### src/rtl/stall_guard_pkg.sv
package stall_guard_pkg;
   typedef enum logic {
      GS_IDLE = 1'b0,
      GS_WAIT = 1'b1
   } guard_state_e;
endpackage

### src/rtl/sg_timer.sv
// Reloadable down-counter that bounds one stalled access.
module sg_timer #(
   parameter int TMO_W = 32
) (
   input  logic             clk,
   input  logic             rst_n,
   input  logic             load,
   input  logic             dec,
   input  logic [TMO_W-1:0] reload,
   output logic             zero
);
   logic [TMO_W-1:0] cnt_q;

   always_ff @(posedge clk or negedge rst_n) begin
      if (!rst_n)    cnt_q <= '0;
      else if (load) cnt_q <= reload;
      else if (dec)  cnt_q <= cnt_q - TMO_W'(1);
   end

   assign zero = (cnt_q == '0);
endmodule

### src/rtl/sg_pending.sv
// Tracks one background transfer from start to done; a new start beats done.
module sg_pending (
   input  logic clk,
   input  logic rst_n,
   input  logic start,
   input  logic done,
   output logic busy
);
   logic pend_q;

   always_ff @(posedge clk or negedge rst_n) begin
      if (!rst_n)     pend_q <= 1'b0;
      else if (start) pend_q <= 1'b1;
      else if (done)  pend_q <= 1'b0;
   end

   // the completing cycle already counts as free
   assign busy = pend_q & ~done;
endmodule

### src/rtl/sg_w1c_flag.sv
// Sticky flag: set has priority over a write-one clear.
module sg_w1c_flag (
   input  logic clk,
   input  logic rst_n,
   input  logic set,
   input  logic clr,
   output logic q
);
   always_ff @(posedge clk or negedge rst_n) begin
      if (!rst_n)   q <= 1'b0;
      else if (set) q <= 1'b1;
      else if (clr) q <= 1'b0;
   end
endmodule

### src/rtl/regaccess_stall_guard.sv
module regaccess_stall_guard
   import stall_guard_pkg::*;
#(
   parameter int NUM_CTRL = 2,
   parameter int DATA_W   = 32,
   parameter int TMO_W    = 32,
   parameter int REQ_BIT  = 0,
   localparam int ADDR_W  = $clog2(NUM_CTRL + 2)
) (
   input  logic                       clk,
   input  logic                       rst_n,
   input  logic                       host_valid,
   input  logic                       host_write,
   input  logic [ADDR_W-1:0]          host_addr,
   input  logic [DATA_W-1:0]          host_wdata,
   output logic [DATA_W-1:0]          host_rdata,
   output logic                       host_ready,
   input  logic [NUM_CTRL-1:0]        xfer_done,
   output logic [NUM_CTRL-1:0]        xfer_start,
   output logic [NUM_CTRL*DATA_W-1:0] ctrl_q,
   output logic                       svc_req
);
   localparam int RELOAD_ADDR = NUM_CTRL;
   localparam int STAT_ADDR   = NUM_CTRL + 1;
   localparam int STAT_W      = 2 * NUM_CTRL + 1;
   localparam int TMO_BIT     = NUM_CTRL;
   localparam int REJ_LSB     = NUM_CTRL + 1;

   if (NUM_CTRL < 1) begin : g_bad_num
      $error("NUM_CTRL must be at least 1");
   end
   if (STAT_W > DATA_W) begin : g_bad_stat
      $error("DATA_W too narrow for status fields");
   end
   if (TMO_W > DATA_W || TMO_W < 1) begin : g_bad_tmo
      $error("TMO_W must be 1..DATA_W");
   end
   if (REQ_BIT < 0 || REQ_BIT >= DATA_W) begin : g_bad_req
      $error("REQ_BIT outside data word");
   end

   guard_state_e          state_q;
   logic [NUM_CTRL-1:0]   sel_ctrl;
   logic [NUM_CTRL-1:0]   busy_vec;
   logic [NUM_CTRL-1:0]   en_q;
   logic [NUM_CTRL-1:0]   rej_q;
   logic [NUM_CTRL-1:0]   rej_set;
   logic [TMO_W-1:0]      reload_q;
   logic [DATA_W-1:0]     ctrl_r [NUM_CTRL];
   logic [DATA_W-1:0]     rd_mux;
   logic [STAT_W-1:0]     stat_vec;
   logic                  busy_sel, en_sel;
   logic                  in_wait, tmo_zero;
   logic                  stall_start, reject, tmo_fire, cancel;
   logic                  do_access, wr_acc;
   logic                  wr_reload, wr_stat;
   logic                  tmo_q;

   // ---- address decode of the control registers
   for (genvar i = 0; i < NUM_CTRL; i++) begin : g_sel
      assign sel_ctrl[i] = (host_addr == ADDR_W'(i));
   end
   assign busy_sel = |(sel_ctrl & busy_vec);
   assign en_sel   = |(sel_ctrl & en_q);

   // ---- access control
   assign in_wait     = (state_q == GS_WAIT);
   assign stall_start = !in_wait && host_valid && busy_sel && en_sel;
   assign reject      = !in_wait && host_valid && busy_sel && !en_sel;
   assign tmo_fire    = in_wait && busy_sel && tmo_zero;
   assign cancel      = reject || tmo_fire;

   always_comb begin
      if (in_wait) host_ready = !busy_sel || tmo_zero;
      else         host_ready = host_valid && !stall_start;
   end

   assign do_access = host_valid && host_ready && !cancel;
   assign wr_acc    = do_access && host_write;
   assign wr_reload = wr_acc && (host_addr == ADDR_W'(RELOAD_ADDR));
   assign wr_stat   = wr_acc && (host_addr == ADDR_W'(STAT_ADDR));

   always_ff @(posedge clk or negedge rst_n) begin
      if (!rst_n)                         state_q <= GS_IDLE;
      else if (stall_start)               state_q <= GS_WAIT;
      else if (in_wait && host_ready)     state_q <= GS_IDLE;
   end

   sg_timer #(.TMO_W(TMO_W)) u_timer (
      .clk    (clk),
      .rst_n  (rst_n),
      .load   (stall_start),
      .dec    (in_wait && busy_sel && !tmo_zero),
      .reload (reload_q),
      .zero   (tmo_zero)
   );

   // ---- per control register: storage, transfer tracking, reject flag
   for (genvar i = 0; i < NUM_CTRL; i++) begin : g_ctrl
      logic wr_here;
      assign wr_here       = wr_acc && sel_ctrl[i];
      assign xfer_start[i] = wr_here && host_wdata[REQ_BIT];
      assign rej_set[i]    = reject && sel_ctrl[i];

      always_ff @(posedge clk or negedge rst_n) begin
         if (!rst_n)       ctrl_r[i] <= '0;
         else if (wr_here) ctrl_r[i] <= host_wdata;
      end
      assign ctrl_q[i*DATA_W +: DATA_W] = ctrl_r[i];

      sg_pending u_pend (
         .clk   (clk),
         .rst_n (rst_n),
         .start (xfer_start[i]),
         .done  (xfer_done[i]),
         .busy  (busy_vec[i])
      );

      sg_w1c_flag u_rej (
         .clk   (clk),
         .rst_n (rst_n),
         .set   (rej_set[i]),
         .clr   (wr_stat && host_wdata[REJ_LSB + i]),
         .q     (rej_q[i])
      );
   end

   sg_w1c_flag u_tmo (
      .clk   (clk),
      .rst_n (rst_n),
      .set   (tmo_fire),
      .clr   (wr_stat && host_wdata[TMO_BIT]),
      .q     (tmo_q)
   );
   assign svc_req = tmo_q;

   // ---- reload and enable storage
   always_ff @(posedge clk or negedge rst_n) begin
      if (!rst_n) begin
         reload_q <= '0;
         en_q     <= '0;
      end else begin
         if (wr_reload) reload_q <= host_wdata[TMO_W-1:0];
         if (wr_stat)   en_q     <= host_wdata[NUM_CTRL-1:0];
      end
   end

   // ---- read path
   assign stat_vec = {rej_q, tmo_q, en_q};

   always_comb begin
      rd_mux = '0;
      for (int i = 0; i < NUM_CTRL; i++) begin
         if (sel_ctrl[i]) rd_mux = ctrl_r[i];
      end
      if (host_addr == ADDR_W'(RELOAD_ADDR)) rd_mux = DATA_W'(reload_q);
      if (host_addr == ADDR_W'(STAT_ADDR))   rd_mux = DATA_W'(stat_vec);
   end

   assign host_rdata = (do_access && !host_write) ? rd_mux : '0;
endmodule

### config.mk
export PLATFORM = sky130hd
export DESIGN_NAME = regaccess_stall_guard
export DESIGN_NICKNAME = d
export VERILOG_FILES = /design/src/rtl/stall_guard_pkg.sv /design/src/rtl/sg_timer.sv /design/src/rtl/sg_pending.sv /design/src/rtl/sg_w1c_flag.sv /design/src/rtl/regaccess_stall_guard.sv
export SDC_FILE = /design/constraint.sdc
export NUM_CORES = 1
export LEC_CHECK = 0
export BUFFER_PORTS_ARGS = -buffer_cell sky130_fd_sc_hd__buf_2
export CAP_MARGIN = 10
export CORE_ASPECT_RATIO = 0.8
export CORE_MARGIN = 4
export CORE_UTILIZATION = 40
export CTS_BUF_LIST = sky130_fd_sc_hd__clkbuf_16
export DETAILED_ROUTE_END_ITERATION = 12
export PLACE_DENSITY = 0.67
export SETUP_SLACK_MARGIN = 0.1
export SLEW_MARGIN = 20
export SYNTH_ARGS = -nofsm -noshare
export SYNTH_HDL_FRONTEND = slang
export SYNTH_HIERARCHICAL = 1
export SYNTH_SLANG_ARGS = --single-unit
### constraint.sdc
create_clock -name clk -period 3.3 [get_ports clk]
set_input_delay 0.33 -clock clk [delete_from_list [all_inputs] [get_ports clk]]
set_output_delay 0.33 -clock clk [all_outputs]
set_load 0.02 [all_outputs]
======== Yosys cells after proc, flatten, opt, wreduce, memory -nomap -nowiden ========
Cells that the tools add are included.
word-level totals
  bits in registers ....................... 136
  bits of input ports ..................... 40
  output and inout bits ................... 100
  word-level logic and storage cells ...... 85
operators by class
  add/sub/neg operators ................... 1
  equal/unequal tests ..................... 3
  multiplexer cells ....................... 20
  bitwise logic cells ..................... 6
  reduce and logical (&&, ||, !) cells .... 44
operators by type and width
  cell                     count
  $mux W32                 7
  $logic_not A32 Y1        1
  $sub A32 B1 Y32 const B  1
  $logic_and A1 B1 Y1      24
  $reduce_bool A2 Y1       7
  $mux W1                  13
  $logic_not A1 Y1         7
  $and A2 B2 Y2            2
  $eq A2 B2 Y1 const B     2
  $reduce_or A2 Y1         2
  $and A1 B1 Y1            2
  $eq A2 B1 Y1 const B     1
  $logic_not A2 Y1         1
  $logic_or A1 B1 Y1       2
  $not A1 Y1               2

======== Longest topological paths before layout ========
Gate-level depths: netlist of run 1.
  word-level depth ........................ 16
  mapped depth ............................ 13
  depth with buffers taken out ............ 11

======== Cells and area by module ========
Netlist of run 1, hierarchy kept.
modules (own cells, without submodules)
  module                 times used  cells an instance  area each (sq um)  sequential area each (sq um)
  regaccess_stall_guard  1           371                4867.2             2477.4
  sg_timer               1           204                1863.0             800.8
  sg_w1c_flag            3           3                  36.3               25.0
  sg_pending             2           3                  45.0               25.0

======== Worst setup path after synthesis of run 1 ========
No wires, ideal clock.
  kind .................................... register to register
  start point ............................. reg u_timer.cnt_q[17]
  end point ............................... reg u_timer.cnt_q[27]
  setup time .............................. 0.132 ns
  data arrival time ....................... 3.137 ns
  required time ........................... 3.168 ns
  path slack .............................. 0.031 ns
  cell stages (with the launch flop) ...... 14
  buffers on the path ..................... 2
  period minus slack after synthesis ...... 3.269 ns
  cell sequence ........................... dfrtp_1 or4_4 or4_4 buf_6 or3_1 nor4b_2 nand2b_1 nor3_1 or3b_1 or4_1 buf_2 nor3_1 xnor2_1 o21ai_1
between the ends
  longest elaborated chain between the ends .. 4
  elaborated cells on any way between the ends .. 7
  classes of those cells .................. add/sub (1); mux (2); reduce/logical (4)
ends and longest elaborated chain
  item                          line                         source
  start: declaration            sg_timer.sv:12               logic [TMO_W-1:0] cnt_q;
  start signal: assignment      sg_timer.sv:16               else if (load) cnt_q <= reload;
  start signal: assignment      sg_timer.sv:17               else if (dec) cnt_q <= cnt_q - TMO_W'(1);
  $logic_not A32 Y1             sg_timer.sv:20               assign zero = (cnt_q == '0);
  named net tmo_zero            regaccess_stall_guard.sv:53  logic in_wait, tmo_zero;
  $logic_not A1 Y1              regaccess_stall_guard.sv:93  .dec (in_wait && busy_sel && !tmo_zero),
  $logic_and A1 B1 Y1           regaccess_stall_guard.sv:93
  $reduce_bool A2 Y1 (no line)  -
The timed path passes the listed nets, and every way through them passes these cells. The select of a mux whose other input is x is not followed.
A chain may end at the register's enable or synchronous reset.

======== Worst setup path in the final report of run 1 ========
  start point ............................. reg u_timer.cnt_q[16]
  end point ............................... out host_ready
between the ends
  longest elaborated chain between the ends .. 3
ends and longest elaborated chain
  item                line                         source
  $logic_not A32 Y1   sg_timer.sv:20
  named net tmo_zero  regaccess_stall_guard.sv:53
  $logic_or A1 B1 Y1  regaccess_stall_guard.sv:74  if (in_wait) host_ready = !busy_sel || tmo_zero;
  $mux W1             regaccess_stall_guard.sv:74
  end: declaration    regaccess_stall_guard.sv:17  output logic host_ready,
The timed path passes the listed nets, and every way through them passes these cells.

==> out/qor.csv, run 1 <==
metric,value,unit
Worst path max stage delay,530,ps
CP bufs+invs,1,
Critical Path RT,2970,ps
Starting DRT DRC Count,289,
leading area contributor after synthesis,dfrtp_1,
vias per cell,5.20,
"Cell Area, Placed",0.00791,mm²
max cap viols,0,
Initial DRT Pass Iterations,4,
Placer Congestion,0.894,
sequential share of power,0.426,
IO Port Bufs,139,
Hold WC Path Type,in -> async,
Final nets,779,
sequential-to-total area share from yosys stat,0.491,
post-DP HPWL,11.4,mm
total gr overflow,0,
GR Util All Layers,0.174,
total wire length,16.6,mm
# rows,42,
fin crit share,1.01,
Post-Synth Simple-Gate Area,0.152,
Non-Filler Instances,971,
area delta synth->final,22.9,%
Leakage,0.00404,µW
Critical Path Most Common Cell,or4_4,
vias,5047,
total die area,0.0195,mm²
Synth Area in Compound Gates,0.0515,
P_int,3620,µW
Worst setup EP type,output pin,
Worst Path Arrival,3000,ps
switching power,1640,µW
Slew headroom,0.426,
setup TNS,-33.8,ps
drt wl/cell,17.1,µm
CTS sink cnt,136,
Post-synth EDFFs,0,
share of cells above drive strength 1,0.461,
initial antenna violation count,0,
switching share of power,0.312,
cts hold-fix bufs,0,
Setup WS pre-CTS,-29.1,ps
FF/Latch Area,0.00340,mm²
final setup fails,1,
CTS tree,done,
Power Total,5260,µW
register bit count reported by yosys,136,
# diodes,0,
post-synthesis adder-cell area fraction,0.00181,
placed cells,934,
post-synth top area share,0.491,
fill count,1508,
"critical path, cell by cell","or4_4, or4_4, or3_4, nor4b_4, nand2b_4, nor3_4, nor3_2, buf_4",
CP startpoint kind,flip-flop,
initial core utilization,0.413,
Synth Cell Area,0.00693,mm²
top post-synthesis cells by area,"dfrtp_1, mux2_2, mux2_4, mux2i_1, nand2_1",
post-route ant nets,0,
final-report hold violation count,0,
CP Class,reg -> out,
Setup Skew,10.2,ps
die height,126,µm
clock share of power,0.323,
unrepaired setup endpoints after global routing,yes,
violations in the final reports,setup timing,
most common cell in the netlist,dfrtp_1,
CTS root buffer,clkbuf_16,
combinational share of power,0.252,
Syn. warnings,6,
first-pass GRT wire length,27.7,mm
Num CTS Buffers,17,
multiplexer share of the synthesized area,0.235,
slew at the pin with the worst max-slew slack,862,ps
Residual DRC,0,
status,"finished, violations left",
Tmin final,3330,ps
I/O pin cnt,140,
Synth top cells by count,"dfrtp_1, mux2_2, nand2_1",
unique cell type count in the Yosys netlist,46,
Main synth FF type,dfrtp_1,
final worst setup slack,-33.8,ps
number of global-route vias before repair,5242,
core area,0.0168,mm²
Max Fclk,0.300,GHz
Post-synth ARST share,1.00,
Synth Area in XOR/XNOR,0.0367,
Final Slew Violations,0,
clock-pin slew on the worst setup and hold paths,50,ps
CP max stage cell,or4_4,
Mapped Cells,590,
Post-Syn Nets,631,
final instance area,0.00851,mm²
Die W,155,µm
PD cells,618,mW/mm²
Avg Inst Size Synth,11.7,µm²
CTS Buffer Depth,2,
largest net degree at the start of global routing,92,
largest family of logic cells by synthesized area,multiplexers,
"Clk Latency, worst-skew pair",410,ps
Worst Path Max Fanout,9,
area occupied by multi-input gates,0.00338,mm²
Top delay family on crit path,simple AND/OR/NAND/NOR gates,
H-tree depth,4,
maximum vdd drop,0.370,mV
-- timing repair --
| action | 4_1_cts | 5_1_grt |
|---|---|---|
| setup endpoints to repair | 12 | 17 |
| setup buffers | 1 | 4 |
| pin swaps | 2 | 5 |
| resized for setup | 5 | 3 |
-- per-stage QoR --
stage | hold slack, ps | util
2_1_floorplan | 34.4 | -
3_3_place_gp | 469 | 0.472
3_5_place_dp | 476 | 0.472
4_1_cts | 37.6 | 0.505
5_1_grt | 69.9 | 0.508
6_report | 13.3 | 0.508
-- worst paths after layout --
path,from,to,slack [ps],cells after the start
setup reg to reg,u_timer/cnt_q[16],u_timer/cnt_q[17],200,12
max in group asynchronous,rst_n,reload_q[19],2530,2
min in group clk,host_wdata[8],ctrl_q[8],180,2
setup / recovery,u_timer/cnt_q[16],host_ready,-30,8
hold / removal,rst_n,ctrl_q[33],10,1
hold reg to reg,g_ctrl[1].u_rej/q,g_ctrl[1].u_rej/q,490,1
-- cells in the final DEF (no fill, tap or decap), types with 3 or more instances in the layout --
| cell type | count |
|---|---|
| nor3_1 | 7 |
| or4_4 | 4 |
| a21o_1 | 4 |
| nand2_1 | 64 |
| clkinv_2 | 5 |
| mux2_2 | 67 |
| xor2_1 | 6 |
| clkinv_1 | 4 |
| buf_4 | 24 |
| nor4_2 | 6 |
| inv_1 | 10 |
| mux2i_1 | 30 |
| nor2_1 | 14 |
| mux4_2 | 5 |
| clkbuf_16 | 17 |
| o21ai_1 | 18 |
| buf_2 | 137 |
| xnor2_1 | 23 |
| or4b_1 | 3 |
| nor2b_1 | 6 |
| o21ai_0 | 14 |
| a21oi_1 | 29 |
| or4_1 | 5 |
| or3_1 | 4 |
| mux2_4 | 29 |
| or2_2 | 32 |
| nor4_1 | 8 |
| dfrtp_1 | 136 |
| and2_1 | 4 |
-- cell families (layout without fill, tap and decap cells) --
kind of cell,Yosys count,after routing
AOI/OAI and AO/OA,68,68
and+or+nand+nor,181,181
DFF,136,136
muxes,133,133
adders and majority gates,1,1
xor gates and xnor gates,29,29
buffers and inverters,42,203
-- power groups by stage --
stage	clock network, µW	registers (µW)	logic, µW
global placement	0	2240	1290
detailed placement	0	2270	1310
finish	1700	2240	1320
floorplan	0	2420	685
CTS	1740	2240	1330
global route	1810	2290	1440
-- per-layer routing --
| layer | track usage | wire length, µm | vias up |
|---|---|---|---|
| met1 | 0.243 | 7720 | 2512 |
| met2 | 0.273 | 7800 | 134 |
| met4 | 0.0493 | 211 | 0 |
| met5 | 0 | 0 | - |
| met3 | 0.0415 | 846 | 14 |
| li1 | - | - | 2387 |
-- final cells by class --
type | instances | share of cell area
Sequential cell | 136 | 0.400
Multi-Input combinational cell | 412 | 0.397
Inverter | 7 | 0.00309
Clock inverter | 15 | 0.0113
Timing Repair Buffer | 164 | 0.107
Tap cell | 220 | 0.0323
Clock buffer | 17 | 0.0500
-- state kept, by name (all words and copies together) (netlist names) --
| signal | flops |
|---|---|
| ctrl_q | 64 |
| en_q | 2 |
| g_ctrl.u_pend/pend_q | 2 |
| g_ctrl.u_rej/q | 2 |
| in_wait | 1 |
| reload_q | 32 |
| u_timer/cnt_q | 32 |
| u_tmo/q | 1 |
Power figures use the tool's default switching activity.
==> inputs of run 2 (changes only) <==
--- a/config.mk
+++ b/config.mk
@@ -7,12 +7,14 @@
 export LEC_CHECK = 0
 export BUFFER_PORTS_ARGS = -buffer_cell sky130_fd_sc_hd__buf_2
 export CAP_MARGIN = 10
+export CELL_PAD_IN_SITES_DETAIL_PLACEMENT = 1
+export CELL_PAD_IN_SITES_GLOBAL_PLACEMENT = 2
 export CORE_ASPECT_RATIO = 0.8
 export CORE_MARGIN = 4
-export CORE_UTILIZATION = 40
-export CTS_BUF_LIST = sky130_fd_sc_hd__clkbuf_16
+export CORE_UTILIZATION = 34
+export CTS_BUF_LIST = sky130_fd_sc_hd__clkbuf_2
 export DETAILED_ROUTE_END_ITERATION = 12
-export PLACE_DENSITY = 0.67
+export PLACE_DENSITY = 0.82
 export SETUP_SLACK_MARGIN = 0.1
 export SLEW_MARGIN = 20
 export SYNTH_ARGS = -nofsm -noshare
==> out/qor.csv, run 2 (synthesis results as in run 1) <==
metric,value,unit
slew at the pin with the worst max-slew slack,1090,ps
Leakage,0.00413,µW
Num CTS Buffers,17,
maximum vdd drop,0.226,mV
placed cells,976,
post-DP HPWL,13.1,mm
CP startpoint kind,flip-flop,
share of cells above drive strength 1,0.475,
largest net degree at the start of global routing,105,
Tmin final,3640,ps
fin crit share,1.10,
Setup Skew,38.4,ps
CP max stage cell,or4_4,
max reg flops,64,
die height,136,µm
"most common cell after layout, fill and taps aside",buf_2,
switching share of power,0.350,
Final nets,824,
Die W,168,µm
clock share of power,0.218,
Critical Path RT,2970,ps
Reg2Reg Setup Slack,-160,ps
Non-Filler Instances,1059,
Final Slew Violations,0,
CTS Buffer Depth,2,
CTS root buffer,clkbuf_2,
initial antenna violation count,0,
first-pass GRT wire length,31.6,mm
unrepaired setup endpoints after global routing,yes,
most frequent cells in the layout,"buf_2, dfrtp_1, mux2_2, nand2_1, dlygate4sd3_1",
Hold WC Path Type,in -> reg,
Worst Path Arrival,3310,ps
Setup WS pre-CTS,-116,ps
max cap viols,0,
Worst setup EP type,output pin,
area delta synth->final,27.9,%
Top delay family on crit path,simple AND/OR/NAND/NOR gates,
CTS tree,done,
final-report hold violation count,0,
CP Class,reg -> out,
combinational share of power,0.304,
vias,5301,
switching power,1650,µW
I/O pin cnt,140,
Worst Path Max Fanout,2,
GR Util All Layers,0.175,
clock-pin slew on the worst setup and hold paths,180,ps
Slew headroom,0.273,
violations in the final reports,setup timing,
total wire length,20.1,mm
vias per cell,5.01,
sequential share of power,0.479,
final setup fails,19,
Initial DRT Pass Iterations,4,
Starting DRT DRC Count,233,
CTS sink cnt,136,
Critical Path Most Common Cell,or4_4,
post-route ant nets,0,
# diodes,0,
total die area,0.0227,mm²
Worst path max stage delay,540,ps
"Clk Latency, worst-skew pair",710,ps
core area,0.0199,mm²
# rows,46,
number of global-route vias before repair,5712,
status,"finished, violations left",
Placer Congestion,0.783,
fill count,2213,
P_int,3060,µW
"critical path, cell by cell","or4_4, or4_4, or3_4, nor4b_4, nand2b_4, nor3_4, nor3_2, buf_4",
drt wl/cell,18.9,µm
CP bufs+invs,1,
IO Port Bufs,139,
Max Fclk,0.275,GHz
final worst setup slack,-337,ps
Residual DRC,0,
total gr overflow,0,
H-tree depth,4,
initial core utilization,0.348,
PD cells,531,mW/mm²
run 2: power by group through the flow:
stage	clock, µW	combinational, µW	sequential, µW
2_1_floorplan	0	685	2420
3_3_place_gp	0	1300	2250
3_5_place_dp	0	1340	2280
4_1_cts	1080	1410	2250
5_1_grt	1150	1540	2300
6_report	1020	1430	2250
run 2: layout make-up:
cell class	count	area [µm²]	area share
flip-flops and latches	136	3400	0.384
multi-input cells	413	3540	0.400
well taps	264	330	0.0373
inverters	7	26.3	0.00296
clock buffers	20	100	0.0113
repair buffers	208	1330	0.150
clock inverters	11	131	0.0148
run 2: tightest hold or removal path: stages:
cell	delay (ps)
buf_2	140
mux2i_4	140
a211oi_1	210
run 2: metrics by stage:
step,setup TNS [ps],cell area (µm²),utilization,power [µW],hold WS (ps)
6_report,-1850,8860,0.445,4710,184
3_3_place_gp,-17.4,7940,0.399,3550,462
5_1_grt,-4050,8860,0.445,4990,111
2_1_floorplan,0,6960,-,3110,34.4
3_5_place_dp,-403,7940,0.399,3620,476
4_1_cts,-649,8630,0.434,4730,118
run 2: final timing paths:
check / cells past startpoint / from / endpoint
setup / recovery: 8 / u_timer/cnt_q[16] / host_ready
hold / removal: 3 / host_addr[0] / in_wait
setup reg to reg: 14 / u_timer/cnt_q[16] / u_timer/cnt_q[21]
hold reg to reg: 1 / g_ctrl[1].u_rej/q / g_ctrl[1].u_rej/q
max in group asynchronous: 3 / rst_n / u_timer/cnt_q[6]
min in group asynchronous: 2 / rst_n / ctrl_q[55]
run 2: metal layers:
metal	GRT usage	share of wire
met5	0	0
met4	0.0347	0.0074
met3	0.0464	0.051
met2	0.281	0.46
met1	0.240	0.48
run 2: repair_timing:
| item | in CTS | in global routing |
|---|---|---|
| setup buffers | 6 | 9 |
| pin swaps | 8 | 25 |
| gates cloned | 1 | 0 |
| hold buffers | 36 | 0 |
| resized for setup | 8 | 40 |
| endpoints found under the hold margin | 206 | 0 |
| endpoints found under the setup margin | 51 | 42 |
==> inputs of run 3 (changes only) <==
--- a/config.mk
+++ b/config.mk
@@ -16,6 +16,7 @@
 export DETAILED_ROUTE_END_ITERATION = 12
 export PLACE_DENSITY = 0.82
 export SETUP_SLACK_MARGIN = 0.1
+export SKIP_LAST_GASP = 1
 export SLEW_MARGIN = 20
 export SYNTH_ARGS = -nofsm -noshare
 export SYNTH_HDL_FRONTEND = slang
==> out/qor.csv, run 3 (synthesis results as in run 1) <==
metric,value,unit
status,"finished, violations left",
violations in the final reports,setup timing,
Leakage,0.00412,µW
slew at the pin with the worst max-slew slack,1120,ps
initial core utilization,0.348,
"Clk Latency, worst-skew pair",710,ps
Reg2Reg Launch Point,u_timer/cnt_q[16],
CP endpoint,host_ready,
met3 GRT Util,0.0464,
Reg2Reg Setup Slack,-180,ps
die height,136,µm
I/O pin cnt,140,
IO Port Bufs,139,
max cap viols,0,
maximum vdd drop,0.226,mV
CTS root buffer,clkbuf_2,
number of global-route vias before repair,5712,
Worst Path Max Fanout,2,
post-route ant nets,0,
setup TNS,-2600,ps
Starting DRT DRC Count,233,
CP startpoint kind,flip-flop,
Die W,168,µm
M1 GR Usage,0.240,
total gr overflow,0,
Global Route met2 Usage,0.281,
Critical Path Start,u_timer/cnt_q[16],
CTS Buffer Depth,2,
CTS sink cnt,136,
Slew headroom,0.253,
core area,0.0199,mm²
reg2reg end,u_timer/cnt_q[29],
share of cells above drive strength 1,0.469,
PD cells,532,mW/mm²
"most common cell after layout, fill and taps aside",buf_2,
Placer Congestion,0.783,
Residual DRC,0,
vias,5291,
Critical Path RT,2970,ps
fin crit share,1.12,
drt wl/cell,18.9,µm
GRT busiest layer,met2,
"Cell Area, Placed",0.00794,mm²
Initial DRT Pass Iterations,4,
Worst setup EP type,output pin,
first-pass GRT wire length,31.6,mm
Tmin final,3680,ps
CTS tree,done,
Setup Skew,36.1,ps
Power Total,4700,µW
Setup WS pre-CTS,-116,ps
total die area,0.0227,mm²
# rows,46,
final core utilization,0.444,
Worst Path Arrival,3350,ps
Max Fclk,0.271,GHz
H-tree depth,4,
unrepaired setup endpoints after global routing,yes,
R2R cell count,13,
area delta synth->final,27.6,%
clock-pin slew on the worst setup and hold paths,180,ps
Hold WC Path Type,in -> reg,
final setup fails,20,
post-DP HPWL,13.1,mm
Final nets,824,
CP Class,reg -> out,
# diodes,0,
Num CTS Buffers,17,
total wire length,20.0,mm
final-report hold violation count,0,
initial antenna violation count,0,
final instance area,0.00884,mm²
Final Slew Violations,0,
max reg flops,64,
vias per cell,5.00,
most frequent cells in the layout,"buf_2, dfrtp_1, mux2_2, nand2_1, dlygate4sd3_1",
final worst setup slack,-385,ps
GR Util All Layers,0.175,
largest net degree at the start of global routing,105,
run 3: repair_timing:
item / in CTS / in global routing
gates resized for setup: 8 / 34
setup buffers: 6 / 9
endpoints found under the setup margin: 51 / 42
hold buffers: 36 / 0
pin swaps: 8 / 25
cloned: 1 / 0
hold endpoints to repair: 206 / 0
run 3: worst min path at each step:
stage / start / to / cells past startpoint
2_1_floorplan: rst_n / ctrl_q[0] / 0
3_3_place_gp: g_ctrl[1].u_rej/q / g_ctrl[1].u_rej/q / 1
3_5_place_dp: g_ctrl[1].u_rej/q / g_ctrl[1].u_rej/q / 1
4_1_cts: host_addr[1] / in_wait / 3
5_1_grt: host_addr[0] / in_wait / 3
6_report: host_addr[0] / in_wait / 3
run 3: layer usage:
layer  up-vias  share of wire
li1       2471              -
met1      2674           0.48
met2       135           0.46
met3        11          0.049
met4         0         0.0070
met5         -              0
run 3: layout make-up:
cell class,instances,area (µm²)
Fill cell,2222,11100
Multi-Input combinational cell,413,3520
Sequential cell,136,3400
Timing Repair Buffer,208,1330
Tap cell,264,330
Clock inverter,11,131
Clock buffer,20,100
Inverter,7,26.3
run 3: critical path: stages (launching register included):
cell,delay [ps]
dfrtp_1,440
or4_4,540
or4_4,450
or3_4,350
nor4b_4,320
nand2b_4,200
nor3_4,40
nor3_2,130
buf_4,180
run 3: through the flow:
stage	std cells	hold WS (ps)
after CTS	1050	118
after floorplan	590	34.4
after detailed placement	976	476
after global placement	976	462
after global routing	1059	111
final	1059	174
run 3: where the power goes:
| part | switching (µW) | leakage, µW | internal, µW |
|---|---|---|---|
| clock network | 611 | 0.000142 | 416 |
| registers | 280 | 0.00170 | 1970 |
| logic | 753 | 0.00229 | 671 |
